File: config.mk
export PLATFORM = sky130hd
export DESIGN_NAME = tape_word_asm
export DESIGN_NICKNAME = d
export VERILOG_FILES = /design/src/rtl/tpr_pkg.sv /design/src/rtl/tpr_assembler.sv /design/src/rtl/tpr_out_stage.sv /design/src/rtl/tape_word_asm.sv
export SDC_FILE = /design/constraint.sdc
export NUM_CORES = 1
export LEC_CHECK = 0
export ABC_AREA = 1
export BUFFER_PORTS_ARGS = -buffer_cell sky130_fd_sc_hd__buf_2
export CORE_AREA = 2 2 70 72
export DETAILED_ROUTE_END_ITERATION = 8
export DIE_AREA = 0 0 72 74
export GPL_ROUTABILITY_DRIVEN = 0
export PLACE_DENSITY = 0.82
export SLEW_MARGIN = 20
export SYNTH_ARGS = -nofsm -noshare
export SYNTH_HDL_FRONTEND = slang
export SYNTH_SLANG_ARGS = --single-unit
File: constraint.sdc
create_clock -name clk -period 2.1 [get_ports clk]
set_clock_uncertainty 0.1 [all_clocks]
set_input_delay 0.21 -clock clk [delete_from_list [all_inputs] [get_ports clk]]
set_output_delay 0.21 -clock clk [all_outputs]
set_load 0.02 [all_outputs]
File: src/rtl/tpr_pkg.sv
package tpr_pkg;
  parameter int LINE_W = 8;
  parameter int GRP_W  = 6;
  parameter int N_GRP  = 3;
  parameter int WORD_W = GRP_W * N_GRP;

  typedef enum logic {RD_ALPHA = 1'b0, RD_BIN = 1'b1} rd_mode_e;
endpackage

File: src/rtl/tpr_assembler.sv
module tpr_assembler
  import tpr_pkg::*;
#(
  parameter int LW = LINE_W,
  parameter int GW = GRP_W,
  parameter int NG = N_GRP
) (
  input  logic                clk,
  input  logic                rst_n,
  input  logic                start_i,
  input  logic                bin_i,
  input  logic                auto_i,
  input  logic                line_valid_i,
  input  logic [LW-1:0]       line_data_i,
  output logic                line_ready_o,
  output logic                busy_o,
  output logic                auto_o,
  output logic                done_o,
  output logic [GW*NG-1:0]    word_o
);
  localparam int WW    = GW * NG;
  localparam int CNT_W = $clog2(NG + 1);

  logic              busy_q, auto_q;
  rd_mode_e          mode_q;
  logic [CNT_W-1:0]  cnt_q;
  logic [WW-1:0]     acc_q;
  logic              take, qual, last;
  logic [WW-1:0]     bin_word;

  assign take = line_valid_i && busy_q;
  assign qual = (mode_q == RD_ALPHA) || line_data_i[LW-1];
  assign last = (mode_q == RD_ALPHA) || (cnt_q == CNT_W'(NG - 1));

  generate
    if (NG > 1) begin : g_multi
      assign bin_word = {acc_q[WW-GW-1:0], line_data_i[GW-1:0]};
    end else begin : g_single
      assign bin_word = line_data_i[GW-1:0];
    end
  endgenerate

  assign word_o       = (mode_q == RD_ALPHA) ? WW'(line_data_i) : bin_word;
  assign done_o       = take && qual && last;
  assign line_ready_o = busy_q;
  assign busy_o       = busy_q;
  assign auto_o       = auto_q;

  always_ff @(posedge clk) begin
    if (!rst_n) begin
      busy_q <= 1'b0;
      auto_q <= 1'b0;
      mode_q <= RD_ALPHA;
      cnt_q  <= '0;
      acc_q  <= '0;
    end else if (!busy_q) begin
      if (start_i) begin
        busy_q <= 1'b1;
        auto_q <= auto_i;
        mode_q <= bin_i ? RD_BIN : RD_ALPHA;
        cnt_q  <= '0;
        acc_q  <= '0;
      end
    end else if (take && qual) begin
      if (last) begin
        busy_q <= 1'b0;
      end else begin
        cnt_q <= cnt_q + 1'b1;
        acc_q <= bin_word;
      end
    end
  end


  start_accept_chk: assert property (@(posedge clk) disable iff (!rst_n)
    !busy_q && start_i |=> busy_q);

  ignore_start_chk: assert property (@(posedge clk) disable iff (!rst_n)
    busy_q && start_i && !take |=> $stable(mode_q) && $stable(auto_q) && $stable(cnt_q));

  cnt_bound_chk: assert property (@(posedge clk) disable iff (!rst_n)
    cnt_q <= CNT_W'(NG - 1));

  skip_line_chk: assert property (@(posedge clk) disable iff (!rst_n)
    take && !qual |=> $stable(cnt_q) && busy_q);
endmodule

File: src/rtl/tpr_out_stage.sv
module tpr_out_stage
  import tpr_pkg::*;
#(
  parameter int WW = WORD_W
) (
  input  logic          clk,
  input  logic          rst_n,
  input  logic          done_i,
  input  logic          auto_i,
  input  logic [WW-1:0] word_i,
  input  logic          rd_i,
  input  logic          ret_i,
  output logic [WW-1:0] io_o,
  output logic          load_o,
  output logic          ready_o
);
  logic [WW-1:0] buf_q, io_q;
  logic          load_q, rdy_q;
  logic          auto_xfer;

  assign auto_xfer = done_i && auto_i;

  always_ff @(posedge clk) begin
    if (!rst_n) begin
      buf_q  <= '0;
      io_q   <= '0;
      load_q <= 1'b0;
      rdy_q  <= 1'b0;
    end else begin
      load_q <= 1'b0;
      if (done_i) buf_q <= word_i;
      if (auto_xfer) begin
        io_q   <= word_i;
        load_q <= 1'b1;
      end else if (rd_i) begin
        io_q   <= buf_q;
        load_q <= 1'b1;
      end
      if (done_i && !auto_i) rdy_q <= 1'b1;
      else if (rd_i || ret_i) rdy_q <= 1'b0;
    end
  end

  assign io_o    = io_q;
  assign load_o  = load_q;
  assign ready_o = rdy_q;


  hold_ready_chk: assert property (@(posedge clk) disable iff (!rst_n)
    done_i && !auto_i && !rd_i |=> rdy_q && !load_q && $stable(io_q));

  auto_xfer_chk: assert property (@(posedge clk) disable iff (!rst_n)
    done_i && auto_i |=> load_q && io_q == $past(word_i));

  read_clear_chk: assert property (@(posedge clk) disable iff (!rst_n)
    rd_i && !done_i |=> !rdy_q && load_q);

  ret_keep_chk: assert property (@(posedge clk) disable iff (!rst_n)
    ret_i && !rd_i && !done_i |=> !rdy_q && $stable(io_q));
endmodule

File: src/rtl/tape_word_asm.sv
module tape_word_asm
  import tpr_pkg::*;
(
  input  logic               clk,
  input  logic               rst_n,
  input  logic               cmd_start,
  input  logic               cmd_binary,
  input  logic [1:0]         cmd_mode,
  input  logic               cmd_rdbuf,
  input  logic               rdr_return,
  input  logic               line_valid,
  output logic               line_ready,
  input  logic [LINE_W-1:0]  line_data,
  output logic               busy,
  output logic               buf_ready,
  output logic [WORD_W-1:0]  io_data,
  output logic               io_load
);
  logic              done, auto_run;
  logic [WORD_W-1:0] word;

  tpr_assembler #(.LW(LINE_W), .GW(GRP_W), .NG(N_GRP)) u_asm (
    .clk          (clk),
    .rst_n        (rst_n),
    .start_i      (cmd_start),
    .bin_i        (cmd_binary),
    .auto_i       (cmd_mode[1] ^ cmd_mode[0]),
    .line_valid_i (line_valid),
    .line_data_i  (line_data),
    .line_ready_o (line_ready),
    .busy_o       (busy),
    .auto_o       (auto_run),
    .done_o       (done),
    .word_o       (word)
  );

  tpr_out_stage #(.WW(WORD_W)) u_out (
    .clk     (clk),
    .rst_n   (rst_n),
    .done_i  (done),
    .auto_i  (auto_run),
    .word_i  (word),
    .rd_i    (cmd_rdbuf),
    .ret_i   (rdr_return),
    .io_o    (io_data),
    .load_o  (io_load),
    .ready_o (buf_ready)
  );


  idle_no_load_chk: assert property (@(posedge clk) disable iff (!rst_n)
    !busy && !cmd_rdbuf |=> !io_load);
endmodule

==> metrics.csv, run 1 <==
stage;metric;value;unit
global_routing;global-route wire length before repair;9100;um
critical_path;crit path to;u_out.io_o[5]$_SDFFE_PN0P_;
synth;largest family of logic cells by synthesized area;simple AND/OR/NAND/NOR gates;
synth;ys async rst share;0;%
sta;RSZ-0062 raised after global routing;false;
critical_path;WP data arrival;1.91;ns
cts;Root Buffer;clkbuf_8;
synth;#FFs+latches synth;55;
synth;Simple-Gate Fraction of Synth Area;28.3;%
power_and_ir_drop;PD cells;735;mW/mm^2
sta;Setup Viol. Count Final;0;
floorplanning;Initial Util;53.1;%
critical_path;startpoint type of the worst setup path;register;
cts;post_cts resized;0;
critical_path;Worst R2R End;u_out.io_o[5]$_SDFFE_PN0P_;
worst_hold_path;worst min path class;input pin to register;
route;Initial DRT Pass Iterations;5;
cts;CTS tree;done;
cts;hold buffers post-CTS;0;
global_routing;GRT overflow;0;
run_status;status;completed;
critical_path;Critical Path RT;2.24;ns
sta;hold violation count in the final report;0;
power_and_ir_drop;leakage;1.18;nW
cts;Post CTS Setup Buffer Count;0;
cts;clock-pin slew on the worst setup and hold paths;0.09;ns
route;mean routed wirelength per cell;13.0;um
cts;Worst-Skew Late Latency;0.31;ns
flow_run;max cap viols;0;
synth;syn_nets;347;
route;final WL;5340;um
power_and_ir_drop;Peak supply drop;0.403;mV
synth;Primary FF master, synth;dfxtp_1;
synth;mux cell area share after synthesis;0;%
synth;adder-cell area share of the yosys netlist;0.513;%
cts;CTS buffer count;5;
synth;XOR/XNOR Fraction of Synth Area;0.359;%
critical_path;launch point of the worst path;u_asm.cnt_q[0]$_SDFFE_PN0P_;
finish;synthesis-to-finish area growth;11.6;%
synth;number of distinct library cells after synthesis;25;
place;Final HPWL DP;3650;um
sta;setup_tns;0;ns
route;Vias;2249;
sta;Highest Clock Rate;566;MHz
sta;Slew Viols, Final;0;
finish;Ant. Diodes;0;
cts;H-tree levels;2;
critical_path;R2R depth;8;
global_routing;largest net degree at the start of global routing;40;
finish;layout cells sized above 1;17.1;%
synth;YS warnings;0;
route;starting DRC count in detailed routing;217;
critical_path;reg-to-reg startpoint;u_asm.cnt_q[0]$_SDFFE_PN0P_;
synth;Compound-Gate Fraction of Synth Area;16.1;%
place;IO Port Bufs;38;
floorplanning;Die W;72;um
global_routing;Global Route Usage Sum;21.7;%
cts;Num Clock Sinks;55;
global_routing;vias in the first global route;1899;
critical_path;Crit Path Max Fanout;37;
finish;nets;374;
floorplanning;I/O pins;39;
power_and_ir_drop;switching power of the nets;0.528;mW
critical_path;reg2reg setup slack;0.33;ns
route;Remaining DRCs;0;
floorplanning;core area;0.00460;sq mm
power_and_ir_drop;Int Pwr;1.47;mW
sta;Worst Tran Pin Value;0.595;ns
power_and_ir_drop;Clk pwr share;31.4;%
route;drt via density;5.47;
synth;Post-Syn Area;0.00244;sq mm
floorplanning;Die Ht;74;um
cts;clk buf depth;2;
synth;Post-synth EDFFs;0;
floorplanning;cell row count;25;
floorplanning;die area;0.00533;sq mm
critical_path;WS Path Type;register to register;
sta;Slew headroom;60.3;%
power_and_ir_drop;Gate power share;13.1;%
synth;average size of a mapped cell;7.42;sq um
route;antenna viol nets, final;0;
power_and_ir_drop;sw frac;26.4;%
sta;Final Cycle Share;84.1;%
synth;post-synthesis sequential area ratio;45.1;%
sta;min Tclk post-route;1.77;ns
power_and_ir_drop;Reg power frac;55.5;%
sta;Hold WS;0.0554;ns
critical_path;CP Capture Type;register;
global_routing;initial antenna violation count;0;
synth;Post-Syn Instances;329;
[layout by cell type (no fill, tap or decap), types with 2 or more instances in the layout]
master,n
nand2_4,2
o21ai_0,19
nand2_1,88
a21oi_1,52
nand3_1,29
clkbuf_8,7
inv_2,2
o21a_1,2
nor2_1,4
buf_2,38
dfxtp_1,55
inv_1,19
nand3b_1,5
nand4_1,16
buf_4,7
clkinv_1,2
[worst max-delay path, cell delays in order, from the launching register on]
cell and delay [ns]:
dfxtp_1 0.32, inv_1 0.07, ha_1 0.15, inv_1 0.06
nand2_4 0.17, nand4_4 0.43, nand2_1 0.19, nand2_1 0.07
a21oi_1 0.13
[synthesized netlist by cell type, types with 2 or more instances]
cell | n | area share, %
nand2_1 | 88 | 14
dfxtp_1 | 55 | 45
a21oi_1 | 52 | 11
nand3_1 | 29 | 5.9
inv_1 | 19 | 2.9
o21ai_0 | 19 | 3.9
nand4_1 | 16 | 4.1
buf_2 | 10 | 2.1
clkbuf_1 | 9 | 1.4
nand3b_1 | 5 | 1.5
buf_4 | 4 | 1.2
nor2_1 | 4 | 0.61
buf_6 | 3 | 1.4
clkinv_1 | 2 | 0.31
inv_2 | 2 | 0.31
nand2_4 | 2 | 0.92
o21a_1 | 2 | 0.61
[how the worst min path moves through the flow]
stage,start,end,slack (ns),cells past startpoint
after floorplan,line_data[5],u_asm.acc_q[5]$_SDFFE_PN0P_,0.26,2
after detailed placement,u_out.buf_q[6]$_SDFFE_PN0N_,u_out.buf_q[6]$_SDFFE_PN0N_,0.35,1
after global routing,line_data[4],u_asm.acc_q[4]$_SDFFE_PN0P_,0.06,3
after CTS,line_data[0],u_asm.acc_q[0]$_SDFFE_PN0P_,0.05,3
after global placement,u_out.buf_q[7]$_SDFFE_PN0N_,u_out.buf_q[7]$_SDFFE_PN0N_,0.35,1
final,line_data[0],u_asm.acc_q[0]$_SDFFE_PN0P_,0.06,3
[through the flow]
step | cells | utilization (%) | cell area, sq um | power (mW) | worst slack (ns)
2_1_floorplan | 329 | - | 2440 | 1.33 | 0.615
3_3_place_gp | 403 | 57.1 | 2620 | 1.39 | 0.422
3_5_place_dp | 403 | 57.1 | 2620 | 1.40 | 0.356
4_1_cts | 411 | 59.2 | 2720 | 2.02 | 0.320
5_1_grt | 411 | 59.2 | 2720 | 2.09 | 0.148
6_report | 411 | 59.2 | 2720 | 2.00 | 0.334
[metal layers]
metal | share of wire, % | global-route usage (%)
met3 | 6.4 | 4.20
met2 | 45 | 33.2
met1 | 47 | 31.3
met4 | 1.3 | 6.92
met5 | 0 | 0
[power groups by stage]
stage	sequential (mW)	combinational, mW	clock (mW)
6_report	1.11	0.262	0.629
5_1_grt	1.12	0.295	0.681
4_1_cts	1.11	0.262	0.643
3_5_place_dp	1.14	0.261	0
3_3_place_gp	1.14	0.257	0
2_1_floorplan	1.15	0.173	0
[state kept, by name (all words and copies together), names as in the netlist]
register and cells:
u_asm.auto_o 1, u_asm.busy_o 1, u_out.io_o 18, u_asm.acc_q 12, u_asm.mode_q 1, u_out.buf_q 18
u_out.load_o 1, u_asm.cnt_q 2, u_out.ready_o 1
[cell type report]
cell class | count | area, sq um
Tap cell | 54 | 67.6
Sequential cell | 55 | 1100
Fill cell | 438 | 1870
Multi-Input combinational cell | 225 | 1110
Clock buffer | 8 | 100
Timing Repair Buffer | 46 | 263
Inverter | 23 | 86.3
[logic make-up after synthesis]
| logic type | count (synthesis) |
|---|---|
| XOR/XNOR | 1 |
| buffers and inverters | 49 |
| adder cells (fa/ha/maj) | 1 |
| flip-flops | 55 |
| AND/OR/NAND/NOR | 148 |
| AO/OA/AOI/OAI | 75 |
No activity file was read; power rests on OpenSTA's default activity.
==> run 2: changes to the inputs <==
--- a/config.mk
+++ b/config.mk
@@ -7,11 +7,11 @@
 export LEC_CHECK = 0
 export ABC_AREA = 1
 export BUFFER_PORTS_ARGS = -buffer_cell sky130_fd_sc_hd__buf_2
-export CORE_AREA = 2 2 70 72
+export CORE_AREA = 2 2 73 75
 export DETAILED_ROUTE_END_ITERATION = 8
-export DIE_AREA = 0 0 72 74
+export DIE_AREA = 0 0 75 77
 export GPL_ROUTABILITY_DRIVEN = 0
-export PLACE_DENSITY = 0.82
+export PLACE_DENSITY = 0.8
 export SLEW_MARGIN = 20
 export SYNTH_ARGS = -nofsm -noshare
 export SYNTH_HDL_FRONTEND = slang
==> constraint.sdc (replaced) <==
create_clock -name clk -period 1.52 [get_ports clk]
set_clock_uncertainty 0.1 [all_clocks]
set_input_delay 0.152 -clock clk [delete_from_list [all_inputs] [get_ports clk]]
set_output_delay 0.152 -clock clk [all_outputs]
set_load 0.02 [all_outputs]
==> metrics.csv, run 2 (synthesis results as in run 1) <==
stage;metric;value;unit
sta;min Tclk post-route;1.54;ns
global_routing;initial antenna violation count;0;
route;Initial DRT Pass Iterations;4;
place;IO Port Bufs;38;
global_routing;GRT overflow;0;
flow_run;max cap viols;0;
power_and_ir_drop;Total Power;2.88;mW
critical_path;WS Path Type;register to register;
worst_hold_path;worst min path class;input pin to register;
finish;most common cell after layout, fill and taps aside;nand2_1;
floorplanning;Die Ht;77;um
floorplanning;Initial Util;49.0;%
place;placed cell count;427;
critical_path;startpoint type of the worst setup path;register;
cts;clk buf depth;2;
floorplanning;I/O pins;39;
critical_path;Crit Path Max Fanout;10;
route;antenna viol nets, final;0;
cts;Num Clock Sinks;55;
cts;CTS buffer count;5;
route;mean routed wirelength per cell;14.3;um
global_routing;Global Route Usage Sum;21.5;%
sta;Slew headroom;74.3;%
global_routing;vias in the first global route;2076;
sta;Setup Viol. Count Final;3;
sta;Highest Clock Rate;650;MHz
place;area post-placement;0.00275;sq mm
floorplanning;core area;0.00498;sq mm
finish;Final Util;60.9;%
sta;hold violation count in the final report;0;
finish;Ant. Diodes;0;
place;Final HPWL DP;3950;um
route;final WL;6310;um
power_and_ir_drop;PD cells;950;mW/mm^2
power_and_ir_drop;leakage;1.30;nW
finish;layout cells sized above 1;22.6;%
run_status;status;finished, violations left;
cts;H-tree levels;2;
global_routing;largest net degree at the start of global routing;21;
cts;Worst-Skew Late Latency;0.31;ns
critical_path;CP Capture Type;register;
floorplanning;Die W;75;um
sta;final setup slack of the worst path;-0.0187;ns
sta;Slew Viols, Final;0;
route;Remaining DRCs;0;
finish;nets;389;
global_routing;global-route wire length before repair;9760;um
cts;CTS tree;done;
finish;Filler cells;446;
sta;Final Cycle Share;101;%
finish;synthesis-to-finish area growth;24.1;%
sta;Worst Tran Pin Value;0.383;ns
route;starting DRC count in detailed routing;265;
cts;clock-pin slew on the worst setup and hold paths;0.09;ns
finish;final instance area;0.00303;sq mm
route;drt via density;5.42;
finish;final non-filler cell total;442;
sta;RSZ-0062 raised after global routing;true;
cts;Root Buffer;clkbuf_8;
floorplanning;cell row count;26;
critical_path;WP data arrival;1.64;ns
floorplanning;die area;0.00578;sq mm
finish;most frequent cells in the layout;nand2_1 (88), dfxtp_1 (52), a21oi_1 (50);
power_and_ir_drop;Peak supply drop;0.436;mV
run_status;failing checks;setup timing;
critical_path;Critical Path RT;1.62;ns
sta;setup_tns;-0.0354;ns
route;Vias;2396;
## run 2: cell count changes in the layout (fill, tap and decap cells not counted), moves of 2 or more
cell | before | now
a21oi_2 | 0 | 2
clkbuf_16 | 0 | 3
dfxtp_2 | 0 | 3
buf_4 | 7 | 12
dfxtp_1 | 55 | 52
inv_4 | 0 | 2
inv_1 | 19 | 17
o21ai_1 | 0 | 7
a21oi_1 | 52 | 50
buf_12 | 1 | 6
o21ai_0 | 19 | 12
## run 2: area by class of cell
type	count	area, sq um	area share (%)
Sequential cell	55	1100	36.5
Clock buffer	8	100	3.30
Timing Repair Buffer	61	514	17.0
Inverter	23	91.3	3.02
Multi-Input combinational cell	225	1130	37.3
Tap cell	70	87.6	2.89
## run 2: timing repair
item                       4_1_cts  5_1_grt
setup endpoints to repair        3       36
cloned                           1        3
gates resized for setup          4       17
buffers inserted                 0        4
hold buffers                     0        0
pin swaps                        0        5
## run 2: worst max-delay path: stages (launching register included)
cell and delay (ns):
dfxtp_2 0.35, inv_2 0.05, ha_4 0.15, inv_2 0.06
nand2_4 0.06, inv_4 0.09, nor2_4 0.05, buf_4 0.16
clkbuf_16 0.16, o21ai_0 0.15, a21oi_1 0.06
## run 2: path summary, 6_finish.rpt
path / start / to / slack, ns / depth (start not counted)
worst max register to register: u_asm.cnt_q[0]$_SDFFE_PN0P_ / u_out.buf_q[14]$_SDFFE_PN0N_ / -0.02 / 10
worst min-delay path: rdr_return / u_out.ready_o$_SDFFE_PN0P_ / 0.009 / 3
worst max-delay path: u_asm.cnt_q[0]$_SDFFE_PN0P_ / u_out.buf_q[14]$_SDFFE_PN0N_ / -0.02 / 10
worst min register to register: u_out.io_o[9]$_SDFFE_PN0P_ / u_out.io_o[9]$_SDFFE_PN0P_ / 0.38 / 2
## run 2: per-layer routing
| metal | track usage (%) | wire (um) | vias to the layer above |
|---|---|---|---|
| met5 | 0 | 0 | - |
| met4 | 8.21 | 132 | 0 |
| met3 | 2.89 | 462 | 11 |
| met2 | 32.6 | 2980 | 110 |
| met1 | 30.6 | 2740 | 1099 |
| li1 | - | - | 1176 |
## run 2: stage by stage
stage	hold slack, ns	setup WS (ns)
2_1_floorplan	0.199	0.0347
3_3_place_gp	0.324	0.0900
3_5_place_dp	0.335	-0.0262
4_1_cts	0.00777	-0.0213
5_1_grt	0.00493	-0.0686
6_report	0.00949	-0.0187
## run 2: where the power goes
part	switching, mW	total [mW]	leakage (nW)	internal [mW]
clock network	0.460	0.877	0.0515	0.417
logic	0.281	0.464	0.801	0.183
registers	0.0346	1.54	0.448	1.50
==> run 3: changes to the inputs <==
--- a/config.mk
+++ b/config.mk
@@ -7,11 +7,11 @@
 export LEC_CHECK = 0
 export ABC_AREA = 1
 export BUFFER_PORTS_ARGS = -buffer_cell sky130_fd_sc_hd__buf_2
-export CORE_AREA = 2 2 73 75
+export CORE_AREA = 2 2 102 104
 export DETAILED_ROUTE_END_ITERATION = 8
-export DIE_AREA = 0 0 75 77
+export DIE_AREA = 0 0 104 106
 export GPL_ROUTABILITY_DRIVEN = 0
-export PLACE_DENSITY = 0.8
+export PLACE_DENSITY = 0.49
 export SLEW_MARGIN = 20
 export SYNTH_ARGS = -nofsm -noshare
 export SYNTH_HDL_FRONTEND = slang
==> metrics.csv, run 3 (synthesis results as in run 1) <==
stage;metric;value;unit
floorplanning;cell row count;37;
cts;Worst-Skew Late Latency;0.30;ns
critical_path;crit path to;u_out.buf_q[3]$_SDFFE_PN0N_;
global_routing;largest net degree at the start of global routing;40;
power_and_ir_drop;switching power of the nets;0.794;mW
route;Vias;2307;
critical_path;crit path max-delay cell type;dfxtp_2;
place;Final HPWL DP;4440;um
critical_path;WS Path Type;register to register;
critical_path;WP data arrival;1.59;ns
power_and_ir_drop;Clk pwr share;33.6;%
cts;CTS buffer count;5;
global_routing;vias in the first global route;2317;
finish;most common cell after layout, fill and taps aside;nand2_1;
finish;Final Util;30.9;%
power_and_ir_drop;leakage;1.29;nW
cts;clock-pin slew on the worst setup and hold paths;0.10;ns
run_status;status;completed;
route;antenna viol nets, final;0;
power_and_ir_drop;PD cells;973;mW/mm^2
critical_path;max incr delay on CP;0.34;ns
power_and_ir_drop;sw frac;26.4;%
critical_path;CP Capture Type;register;
place;IO Port Bufs;38;
critical_path;crit path cell chain;inv_2, ha_4, inv_2, nand2_4, inv_4, nor2_4, buf_12, clkbuf_16, o21ai_0, a21oi_1;
route;Remaining DRCs;0;
global_routing;GRT overflow;0;
critical_path;startpoint type of the worst setup path;register;
power_and_ir_drop;Int Pwr;2.21;mW
global_routing;initial antenna violation count;0;
finish;Ant. Diodes;0;
floorplanning;die area;0.0110;sq mm
power_and_ir_drop;Reg power frac;51.2;%
critical_path;Critical Path RT;1.63;ns
power_and_ir_drop;Gate power share;15.2;%
route;mean routed wirelength per cell;13.7;um
finish;layout cells sized above 1;22.4;%
critical_path;Worst R2R End;u_out.buf_q[3]$_SDFFE_PN0N_;
sta;hold violation count in the final report;0;
critical_path;reg2reg setup slack;0.04;ns
flow_run;max cap viols;0;
sta;Final Cycle Share;97.4;%
critical_path;Crit Path Max Fanout;10;
global_routing;global-route wire length before repair;11200;um
power_and_ir_drop;Peak supply drop;0.366;mV
floorplanning;Initial Util;24.4;%
route;starting DRC count in detailed routing;128;
critical_path;R2R depth;10;
finish;synthesis-to-finish area growth;26.4;%
cts;clk buf depth;2;
critical_path;launch point of the worst path;u_asm.cnt_q[0]$_SDFFE_PN0P_;
floorplanning;Die W;104;um
cts;CTS tree;done;
sta;Worst Tran Pin Value;0.394;ns
sta;Highest Clock Rate;676;MHz
place;DP Worst Slack;0.0363;ns
place;placed cell count;492;
finish;Filler cells;1107;
cts;Num Clock Sinks;55;
sta;RSZ-0062 raised after global routing;true;
sta;Slew Viols, Final;0;
sta;Setup Viol. Count Final;0;
sta;min Tclk post-route;1.48;ns
floorplanning;I/O pins;39;
route;final WL;6960;um
sta;final setup slack of the worst path;0.0397;ns
floorplanning;core area;0.0100;sq mm
cts;H-tree levels;2;
critical_path;crit-path most repeated cell;inv_2;
critical_path;reg-to-reg startpoint;u_asm.cnt_q[0]$_SDFFE_PN0P_;
cts;Root Buffer;clkbuf_8;
route;drt via density;4.56;
route;Initial DRT Pass Iterations;4;
finish;most frequent cells in the layout;nand2_1 (87), dfxtp_1 (52), a21oi_1 (50);
sta;Slew headroom;73.7;%
worst_hold_path;worst min path class;input pin to register;
global_routing;Global Route Usage Sum;12.4;%
floorplanning;Die Ht;106;um
finish;final non-filler cell total;506;
finish;nets;387;
## run 3: power by group through the flow
stage	combinational [mW]	clock [mW]	sequential, mW
detailed placement	0.407	0	1.57
floorplan	0.238	0	1.59
CTS	0.410	1.05	1.54
finish	0.457	1.01	1.54
global placement	0.405	0	1.57
global route	0.508	1.08	1.55
## run 3: worst min path at each step
stage	start	endpoint	slack (ns)	depth (start not counted)
detailed placement	rdr_return	u_out.ready_o$_SDFFE_PN0P_	0.33	3
global route	line_data[3]	u_out.buf_q[3]$_SDFFE_PN0N_	0.04	3
floorplan	line_data[5]	u_asm.acc_q[5]$_SDFFE_PN0P_	0.20	2
global placement	rdr_return	u_out.ready_o$_SDFFE_PN0P_	0.33	3
finish	line_data[3]	u_out.buf_q[3]$_SDFFE_PN0N_	0.02	3
CTS	line_data[5]	u_asm.acc_q[5]$_SDFFE_PN0P_	0.02	3
## run 3: critical path, delay by kind of cell (launching register included)
family          cells  cell delay [ns]
compound gates      2             0.20
fa+ha+maj           1             0.15
buf+inv             5             0.49
flops               1             0.34
simple gates        2             0.10
## run 3: per-stage QoR
stage	hold WS (ns)	power (mW)	instance area, sq um	TNS [ns]
6_report	0.0245	3.00	3090	0
5_1_grt	0.0362	3.14	3090	-0.0963
4_1_cts	0.0195	2.99	2940	0
3_5_place_dp	0.329	1.98	2820	0
3_3_place_gp	0.329	1.97	2820	0
2_1_floorplan	0.199	1.83	2440	0
## run 3: per-layer routing
metal	wire, um	track usage [%]	part of all wire (%)	vias up
met1	3350	16.2	48	1076
met2	3220	20.9	46	48
li1	-	-	-	1176
met3	288	1.72	4.1	7
met5	0	0	0	-
met4	93	4.83	1.3	0
## run 3: layout make-up
| type | count | area, sq um | area share, % |
|---|---|---|---|
| Timing Repair Buffer | 59 | 469 | 15.2 |
| Inverter | 23 | 91.3 | 2.96 |
| Multi-Input combinational cell | 225 | 1130 | 36.7 |
| Clock inverter | 2 | 35.0 | 1.13 |
| Sequential cell | 55 | 1100 | 35.8 |
| Tap cell | 136 | 170 | 5.51 |
| Clock buffer | 6 | 82.6 | 2.68 |
## run 3: what timing repair did
action / 4_1_cts / 5_1_grt
hold buffers: 1 / 0
buffers inserted: 0 / 1
hold endpoints to repair: 1 / 0
endpoints found under the setup margin: 0 / 41
gates resized for setup: 0 / 27
